### src/rtl/tblptr_unit.sv
module tblptr_unit #(
  parameter int PW = 22
) (
  input  logic          clk,
  input  logic          rst_n,
  input  logic          issue,
  input  logic [15:0]   opcode,
  input  logic          ptr_load,
  input  logic [PW-1:0] ptr_in,
  input  logic          latch_load,
  input  logic [7:0]    latch_in,
  input  logic [15:0]   mem_rdata,
  input  logic          mem_done,
  output logic [PW-1:0] ptr,
  output logic [7:0]    latch,
  output logic          stall,
  output logic          busy,
  output logic          mem_req,
  output logic          mem_we,
  output logic [PW-2:0] mem_addr,
  output logic          mem_hi,
  output logic [7:0]    mem_wdata
);
  localparam logic [PW-1:0] ONE = PW'(1);

  logic          phase, wr;
  logic [PW-1:0] acc, ptr_nxt;
  logic [1:0]    mode;
  logic          accept;

  assign mode   = opcode[1:0];
  assign accept = issue && (opcode[15:4] == 12'h000) && opcode[3] && !stall;

  always_comb begin
    case (mode)
      2'b01, 2'b11: ptr_nxt = ptr + ONE;
      2'b10:        ptr_nxt = ptr - ONE;
      default:      ptr_nxt = ptr;
    endcase
  end

  assign stall     = phase | busy;
  assign mem_req   = phase;
  assign mem_we    = phase & wr;
  assign mem_addr  = acc[PW-1:1];
  assign mem_hi    = acc[0];
  assign mem_wdata = latch;

  always_ff @(posedge clk) begin
    if (!rst_n) begin
      ptr   <= '0;
      acc   <= '0;
      wr    <= 1'b0;
      phase <= 1'b0;
    end else if (accept) begin
      ptr   <= ptr_nxt;
      acc   <= (mode == 2'b11) ? ptr_nxt : ptr;
      wr    <= opcode[2];
      phase <= 1'b1;
    end else begin
      phase <= 1'b0;
      if (ptr_load && !stall) ptr <= ptr_in;
    end
  end

  always_ff @(posedge clk) begin
    if (!rst_n)
      latch <= '0;
    else if (phase && !wr)
      latch <= acc[0] ? mem_rdata[15:8] : mem_rdata[7:0];
    else if (latch_load && !stall)
      latch <= latch_in;
  end

  always_ff @(posedge clk) begin
    if (!rst_n)
      busy <= 1'b0;
    else if (phase && wr && acc[0])
      busy <= 1'b1;
    else if (busy && mem_done)
      busy <= 1'b0;
  end

  a_r5_req_follows: assert property (@(posedge clk) disable iff (!rst_n)
    accept |=> mem_req);
  a_r5_single_req: assert property (@(posedge clk) disable iff (!rst_n)
    mem_req |=> !mem_req);
  a_r8_busy_start: assert property (@(posedge clk) disable iff (!rst_n)
    $rose(busy) |-> $past(mem_req && mem_we && mem_hi));
  a_r8_busy_hold: assert property (@(posedge clk) disable iff (!rst_n)
    (busy && !mem_done) |=> busy);
  a_r9_busy_stalls: assert property (@(posedge clk) disable iff (!rst_n)
    busy |-> stall);
  a_r3_post_inc: assert property (@(posedge clk) disable iff (!rst_n)
    (accept && mode == 2'b01) |=> ptr == $past(ptr) + ONE);
  a_r10_frozen: assert property (@(posedge clk) disable iff (!rst_n)
    stall |=> $stable(ptr));
endmodule

### config.mk
export PLATFORM = sky130hd
export DESIGN_NAME = tblptr_unit
export DESIGN_NICKNAME = d
export VERILOG_FILES = /design/src/rtl/tblptr_unit.sv
export SDC_FILE = /design/constraint.sdc
export NUM_CORES = 1
export LEC_CHECK = 0
export BUFFER_PORTS_ARGS = -buffer_cell sky130_fd_sc_hd__buf_4
export CAP_MARGIN = 20
export CORE_ASPECT_RATIO = 0.7
export CORE_MARGIN = 2
export CORE_UTILIZATION = 52
export DETAILED_ROUTE_END_ITERATION = 10
export PLACE_DENSITY = 0.84
export RECOVER_POWER = 25
export SKIP_LAST_GASP = 1
export SLEW_MARGIN = 20
export SYNTH_ARGS = -nofsm -noshare
export SYNTH_HDL_FRONTEND = slang
export SYNTH_SLANG_ARGS = --single-unit
### constraint.sdc
create_clock -name clk -period 3.4 [get_ports clk]
set_input_delay 0.34 -clock clk [delete_from_list [all_inputs] [get_ports clk]]
set_output_delay 0.34 -clock clk [all_outputs]
set_load 0.05 [all_outputs]
**After elaboration in Yosys (flattened, before gate mapping)**

Cells that the tools add are included.

- Output and inout port bits: 64
- Bits in registers: 55
- Logic and storage cells: 39

- Reductions and logical operators: 16
- Bitwise logic cells: 2
- Add/sub/neg operators: 2
- Eq/ne operators: 3
- Multiplexer cells: 10

Operators by type and width:

| operator | count |
|---|---|
| two-way mux 22 bit | 3 |
| one-hot mux 22 bit (2 select lines) | 1 |
| two-way mux 8 bit | 3 |
| adder 22 x 1 -> 22 bit (second input constant) | 1 |
| subtractor 22 x 1 -> 22 bit (second input constant) | 1 |
| zero test 12 bit | 1 |
| logical AND 1 bit | 9 |
| nonzero test 2 bit | 3 |
| equality test 2 bit (second input constant) | 2 |
| two-way mux 1 bit | 3 |
| equality test 2 x 1 -> 1 bit (second input constant) | 1 |
| zero test 1 bit | 2 |
| OR reduction 2 bit | 1 |
| AND 1 bit | 1 |
| OR 1 bit | 1 |

**Logic depth before layout (Yosys ltp)**

Gate-level depths: netlist of the first run.

- Depth in word-level cells: 5
- Gate-level depth with buffers: 13
- Mapped depth without buffers: 9

**Worst setup path after synthesis of the first run**

Ideal clock, no wire load.

- Path type: input port to flip-flop
- Start point: input opcode[1]
- End point: register acc[18]
- Setup slack: 0.569 ns
- Data arrival time: 2.709 ns
- Library setup time: 0.122 ns
- Path buffers: 4
- Cell stages on the path: 13
- Cells stage by stage: buf_4 > nand2b_1 > buf_2 > buf_2 > buf_2 > xnor2_1 > ha_1 > nand4_1 > o31a_1 > or2_1 > o31ai_1 > o31ai_1 > o311a_1

- Longest elaborated chain between the ends: 4

RTL lines:

| item | line | source |
|---|---|---|
| from (decl) | 7 | `input logic [15:0] opcode,` |
| equality test 2 bit or equality test 2 x 1 -> 1 bit (tied branches) | 35, 57 |  |
| OR reduction 2 bit | 35 | `case (mode)` |
| one-hot mux 22 bit (2 select lines) | 35 |  |
| two-way mux 22 bit (*) | 57 | `acc <= (mode == 2'b11) ? ptr_nxt : ptr;` |
| to (signal assigned) | 57 |  |
| to (decl) | 27 | `logic [PW-1:0] acc, ptr_nxt;` |

Mark *: on every way between the ends. The rest lies on a longest branch, timed or not.
A chain may end at the register's enable or synchronous reset.

**Final worst setup path of the first run**

- Start point: register phase, in the netlist mem_req
- End point: register ptr[11]

- Longest elaborated chain between the ends: 4

RTL lines:

| item | line | source |
|---|---|---|
| from (decl) | 26 | `logic phase, wr;` |
| from (signal assigned) | 54 | `phase <= 1'b0;` |
| from (signal assigned) | 59 | `phase <= 1'b1;` |
| from (signal assigned) | 61 | `phase <= 1'b0;` |
| OR 1 bit (*) | 42 | `assign stall = phase \| busy;` |
| zero test 1 bit (*) | 32, 62 |  |
| logical AND 1 bit, on equally long branches | 32, 62 |  |
| two-way mux 22 bit or nonzero test 2 bit (tied branches) | -- |  |
| to (signal assigned) | 56 | `ptr <= ptr_nxt;` |
| to (signal assigned) | 62 | `if (ptr_load && !stall) ptr <= ptr_in;` |
| to (decl) | 14 | `output logic [PW-1:0] ptr,` |

Marks and branches as above.

==> results of run 1 <==
registers in the layout, summed over array words and instances (netlist names):
signal	cells
ptr	22
mem_req	1
acc	22
busy	1
latch	8
wr	1
synth_stat cells, types with 5 or more instances:
cell and n:
and4_1 6, o31a_1 5, a211oi_1 17, a31oi_1 10, a21oi_1 39, o21ai_0 22, nand3_1 15, o31ai_1 6
a311oi_1 8, nor3_1 20, and3_1 11, nor2_1 72, mux2i_1 19, buf_2 5, a22oi_1 7, dfxtp_1 55
buf_4 9, o22ai_1 5, clkbuf_1 41, xnor2_1 11, nand4_1 14, nor4_1 12, nand2_1 49, or3_1 9
and2_1 7, inv_1 8
final cells by class:
| cell class | count | area (um^2) | share of cell area |
|---|---|---|---|
| clock inverters | 1 | 5.00 | 0.00101 |
| flip-flops and latches | 55 | 1100 | 0.222 |
| multi-input cells | 435 | 2660 | 0.537 |
| inverters | 8 | 30.0 | 0.00606 |
| clock buffers | 7 | 76.3 | 0.0154 |
| well taps | 98 | 123 | 0.0247 |
| repair buffers | 142 | 961 | 0.194 |
worst reg2reg max path, cell delays in order, from the launching register on:
cell and delay, ns:
dfxtp_1 0.37, nor2_1 0.27, nand2_1 0.09, buf_4 0.19, nor2_1 0.55, buf_4 0.31
mux2_2 0.37, a311oi_1 0.24, a311oi_1 0.09
cell families after synthesis:
family / synth area share
AOI/OAI and AO/OA: 0.268
muxes: 0.0526
xor gates and xnor gates: 0.0325
DFF: 0.272
adders and majority gates: 0.00309
and+or+nand+nor: 0.299
buffers and inverters: 0.0720
routing by layer:
metal	GRT usage	vias to the layer above	wire [um]
met1	0.493	2202	6300
li1	-	2240	-
met5	0	-	0
met2	0.485	290	6020
met4	0.0899	0	233
met3	0.0790	30	1630
metrics by stage:
step | worst slack [ns] | hold WS [ns] | instance area [um^2] | power, W
3_3_place_gp | 0.794 | 0.447 | 4970 | 0.00115
4_1_cts | 0.873 | 0.251 | 5060 | 0.00152
6_report | 0.782 | 0.256 | 4950 | 0.00153
5_1_grt | 0.627 | 0.262 | 4950 | 0.00158
3_5_place_dp | 0.714 | 0.450 | 4970 | 0.00116
2_1_floorplan | 0.569 | 0.445 | 4050 | 0.00100
worst paths after layout:
check / startpoint / endpoint / depth (start not counted)
max: mem_req / ptr[11] / 8
min: opcode[2] / wr / 3
max reg2reg: mem_req / ptr[11] / 8
min reg2reg: acc[14] / acc[14] / 2
power by group through the flow:
stage / Sequential (W) / Clock (W) / Combinational, W
after CTS: 0.000715 / 0.000379 / 0.000427
after floorplan: 0.000764 / 0 / 0.000236
after global placement: 0.000728 / 0 / 0.000420
final: 0.000717 / 0.000379 / 0.000430
after detailed placement: 0.000730 / 0 / 0.000426
after global routing: 0.000723 / 0.000401 / 0.000459
==> reports/metrics.csv, run 1 <==
stage,metric,value,unit
run_status,status,"complete, no violations",
clocking,Bufs on Longest Clock Path,2,
synthesis,post-synthesis async set-or-reset flop share,0,
clocking,Post-CTS Setup Repair Bufs,0,
pwr,cell-internal power,0.000974,W
timing,endpoints failing hold,0,
placed_design,hpwl dp,10600,um
synthesis,post-synth top area cell,dfxtp_1,
cells_and_area,share of cells above drive strength 1,0.213,
route,vias,4762,
run,Max Cap Viol,0,
timing,Setup Skew,0.0124,ns
floorplan,die area,8510,um^2
timing,worst-margin pin slew,0.805,ns
cells_and_area,n_diodes,0,
synthesis,synth unique cells,68,
pwr,Leakage,1.92,nW
clocking,clk_lat worst skew,0.34,ns
route,Starting DRT DRC Count,553,
worst_setup_path,WS Path Type,flop to flop,
cells_and_area,"most common cell after layout, fill and taps aside",buf_4,
timing,post-layout min period,2.62,ns
worst_setup_path,"Max FO, Critical Path",9,
synthesis,post-synthesis sequential area ratio,0.272,
placed_design,GPL Wtd Cong,0.960,
global_route,antenna violations before repair,0,
worst_setup_path,critical path's largest stage delay,0.55,ns
worst_setup_path,Worst R2R Setup Slack,0.78,ns
clocking,post-CTS sizing,0,
pwr,Clock Power Share,0.248,
synthesis,"top cells by area, synth","dfxtp_1 27%, nor2_1 6.7%, a21oi_1 4.8%",
synthesis,YS warnings,0,
cells_and_area,"commonest cells after routing, fill and taps aside","114 x buf_4, 72 x nor2_1, 55 x dfxtp_1",
pwr,sw frac,0.362,
cells_and_area,Final Util,0.668,
placed_design,I/O Buffers,131,
worst_setup_path,Critical Path AT,2.81,ns
synthesis,Syn Inst Count,557,
global_route,vias in the first global route,4254,
worst_setup_path,crit path buf inv count,2,
worst_setup_path,worst endpoint required time,3.59,ns
timing,RSZ-0062 raised after global routing,false,
synthesis,Yosys reg bits,55,
timing,Final Max Slew Viols,0,
global_route,total gr overflow,0,
clocking,Num CTS Buffers,5,
floorplan,Die W,109,um
clocking,root buffer cell,clkbuf_8,
pwr,Pwr Density,308,nW/um^2
timing,fin crit share,0.770,
floorplan,num rows,26,
pwr,Worst VDD drop,0.268,mV
cells_and_area,Area Overhead vs Synth,22.4,%
cells_and_area,Layout Nets,716,
clocking,TritonCTS Sinks,55,
route,Via density,6.38,
synthesis,Post-synth EDFFs,0,
clocking,CTS hold repair buffers,0,
global_route,first-pass GRT wire length,22200,um
timing,f_max,382,MHz
floorplan,starting density of the core,0.546,
clocking,CTS tree,yes,
clocking,clock transition at the registers of the reported paths,0.11,ns
worst_setup_path,critical path's top delay family,simple AND/OR/NAND/NOR gates,
synthesis,Mean Syn Cell Area,7.26,um^2
route,# DRC,0,
floorplan,Die H,77.8,um
worst_setup_path,crit path cell chain,nor2_1 > nand2_1 > buf_4 > nor2_1 > buf_4 > mux2_2 > a311oi_1 > a311oi_1,
timing,final setup fails,0,
placed_design,placed insts,738,
worst_setup_path,CP max-delay cell,nor2_1,
clocking,H-tree depth,2,
floorplan,Core Box Area,7420,um^2
worst_setup_path,CP Capture Type,flop,
timing,slew margin rel.,0.461,
route,DRT Pass-1 Iters,6,
global_route,GRT Resource Usage Total,0.335,
synthesis,Syn Std Cell Area,4050,um^2
pwr,Flop pwr share,0.470,
floorplan,IO Count,132,
route,routed wire length,14200,um
cells_and_area,Post-Layout Cell Count,746,
route,drt wl/cell,19.0,um
synthesis,"Net Count, Synth",626,
pwr,combinational fraction of design power,0.282,
global_route,largest net degree at the start of global routing,43,
route,post-route ant nets,0,
cells_and_area,# fillers,692,
hold_path,Hold WC Path Type,input pin to flop,
synthesis,Yosys top cell area share,0.272,
worst_setup_path,CP Launch Type,flop,
timing,setup TNS,0,ns
pwr,Psw,0.000553,W
synthesis,"Top FF cell, synth",dfxtp_1,
No activity file was read; power rests on OpenSTA's default activity.
==> run 2: changes to the inputs <==
clock period = 2.5 ns   (was 3.4 ns; I/O delays follow)
==> reports/metrics.csv, run 2 (synthesis gave the netlist of run 1 again) <==
stage,metric,value,unit,change
cells_and_area,n_diodes,0,,unchanged
worst_setup_path,CP Capture Type,flop,,
timing,f_max,413,MHz,+8.2%
cells_and_area,Area Overhead vs Synth,29.3,%,
clocking,Bufs on Longest Clock Path,2,,unchanged
clocking,clock transition at the registers of the reported paths,0.12,ns,about the same
timing,fin crit share,0.968,,+0.198
timing,worst setup margin,0.0805,ns,-0.701 ns
cells_and_area,"most common cell after layout, fill and taps aside",buf_4,,
cells_and_area,"commonest cells after routing, fill and taps aside","144 x buf_4, 71 x nor2_1, 54 x dfxtp_1",,
worst_setup_path,Critical Path AT,2.66,ns,-0.15 ns
clocking,CTS tree,yes,,
clocking,root buffer cell,clkbuf_8,,
route,routed wire length,15900,um,+12%
clocking,clk_lat worst skew,0.33,ns,about the same
timing,post-layout min period,2.42,ns,-0.199 ns
worst_setup_path,WS Path Type,flop to flop,,
cells_and_area,# fillers,666,,-3.8%
pwr,Leakage,2.09,nW,+8.7%
timing,endpoints failing hold,0,,unchanged
pwr,total power draw,0.00219,W,+44%
global_route,antenna violations before repair,0,,unchanged
cells_and_area,FF+latch area,1100,um^2,+0.11%
timing,final setup fails,0,,unchanged
global_route,first-pass GRT wire length,24700,um,+11%
clocking,H-tree depth,2,,unchanged
cells_and_area,area of the multi-input gates,2690,um^2,+1.2%
placed_design,GPL Wtd Cong,0.993,,+3.3%
run_status,status,"complete, no violations",,
pwr,Worst VDD drop,0.284,mV,+5.8%
route,Via density,6.42,,+0.57%
worst_setup_path,CP Launch Type,flop,,
global_route,total gr overflow,0,,unchanged
clocking,Num CTS Buffers,5,,unchanged
worst_setup_path,"Max FO, Critical Path",11,,+2
floorplan,IO Count,132,,unchanged
floorplan,starting density of the core,0.546,,unchanged
clocking,TritonCTS Sinks,55,,unchanged
cells_and_area,share of cells above drive strength 1,0.261,,+0.0477
run,Max Cap Viol,0,,unchanged
floorplan,Core Box Area,7420,um^2,unchanged
timing,slew margin rel.,0.194,,-0.267
route,vias,4988,,+4.7%
cells_and_area,Final Util,0.706,,+0.0376
route,DRT Pass-1 Iters,8,,+2
cells_and_area,Layout Nets,747,,+4.3%
route,Starting DRT DRC Count,711,,+29%
placed_design,placed insts,769,,+4.2%
pwr,Pwr Density,419,nW/um^2,+36%
placed_design,hpwl dp,12200,um,+15%
timing,Setup Skew,0.0168,ns,+0.00437 ns
clocking,Post-CTS Setup Repair Bufs,0,,unchanged
global_route,largest net degree at the start of global routing,42,,-2.3%
timing,setup TNS,0,ns,unchanged
global_route,GRT Resource Usage Total,0.376,,+0.0406
cells_and_area,Largest regs,"acc x22, ptr x22, latch x8",,
worst_setup_path,worst endpoint required time,2.74,ns,-0.85 ns
hold_path,Hold WC Path Type,input pin to flop,,
floorplan,num rows,26,,unchanged
route,post-route ant nets,0,,unchanged
timing,worst-margin pin slew,1.20,ns,+0.400 ns
route,# DRC,0,,unchanged
route,drt wl/cell,20.5,um,+7.9%
placed_design,I/O Buffers,131,,unchanged
timing,Final Max Slew Viols,0,,unchanged
global_route,vias in the first global route,4610,,+8.4%
cells_and_area,Post-Layout Cell Count,777,,+4.2%
floorplan,die area,8510,um^2,unchanged
floorplan,Die H,77.8,um,unchanged
placed_design,Place WS,-0.0156,ns,-0.729 ns
floorplan,Die W,109,um,unchanged
==> run 2: cell types whose count changed in the layout (fill, tap and decap cells not counted), sizes merged <==
cell	delta
buf	+30
clkinvlp	+1
==> run 2: worst paths after layout <==
| kind | start | end | slack (ns) | cells after the start |
|---|---|---|---|---|
| worst max-delay path | busy | ptr[18] | 0.08 | 5 |
| worst min-delay path | opcode[2] | wr | 0.16 | 3 |
| worst max register to register | busy | ptr[18] | 0.08 | 5 |
| worst min register to register | acc[14] | acc[14] | 0.48 | 2 |
==> run 2: layout make-up <==
| cell class | count | area share |
|---|---|---|
| inverters | 8 | 0.00574 |
| clock buffers | 6 | 0.0158 |
| flip-flops and latches | 55 | 0.211 |
| well taps | 98 | 0.0234 |
| clock inverters | 2 | 0.00311 |
| repair buffers | 173 | 0.227 |
| multi-input cells | 435 | 0.514 |
==> run 2: report_power, final <==
group | switching (W) | internal (W) | total (W)
logic | 0.000410 | 0.000258 | 0.000668
registers | 0.0000536 | 0.000903 | 0.000957
clock network | 0.000341 | 0.000228 | 0.000569
total | 0.000805 | 0.00139 | 0.00219
==> run 2: repair_timing <==
| action | CTS | global route |
|---|---|---|
| setup endpoints to repair | 0 | 4 |
| gates resized for setup | 0 | 4 |
| hold buffers | 0 | 0 |
==> run 2: through the flow <==
stage	hold WS, ns	cell area, um^2
after global placement	0.444	5220
after detailed placement	0.451	5220
after floorplan	0.386	4080
after global routing	0.177	5230
final	0.162	5230
after CTS	0.161	5320
==> run 2: worst max-delay path, stage by stage, from the launching register on <==
cell and delay, ns:
dfxtp_1 0.45, nor4_2 0.11, and4_2 0.30, nor2_1 0.93, a21oi_1 0.21, o221a_2 0.32
==> run 2: layer usage <==
| metal | global-route usage | routed length (um) |
|---|---|---|
| met1 | 0.550 | 6930 |
| met2 | 0.538 | 6720 |
| met3 | 0.0891 | 1970 |
| met4 | 0.115 | 331 |
| met5 | 0 | 0 |
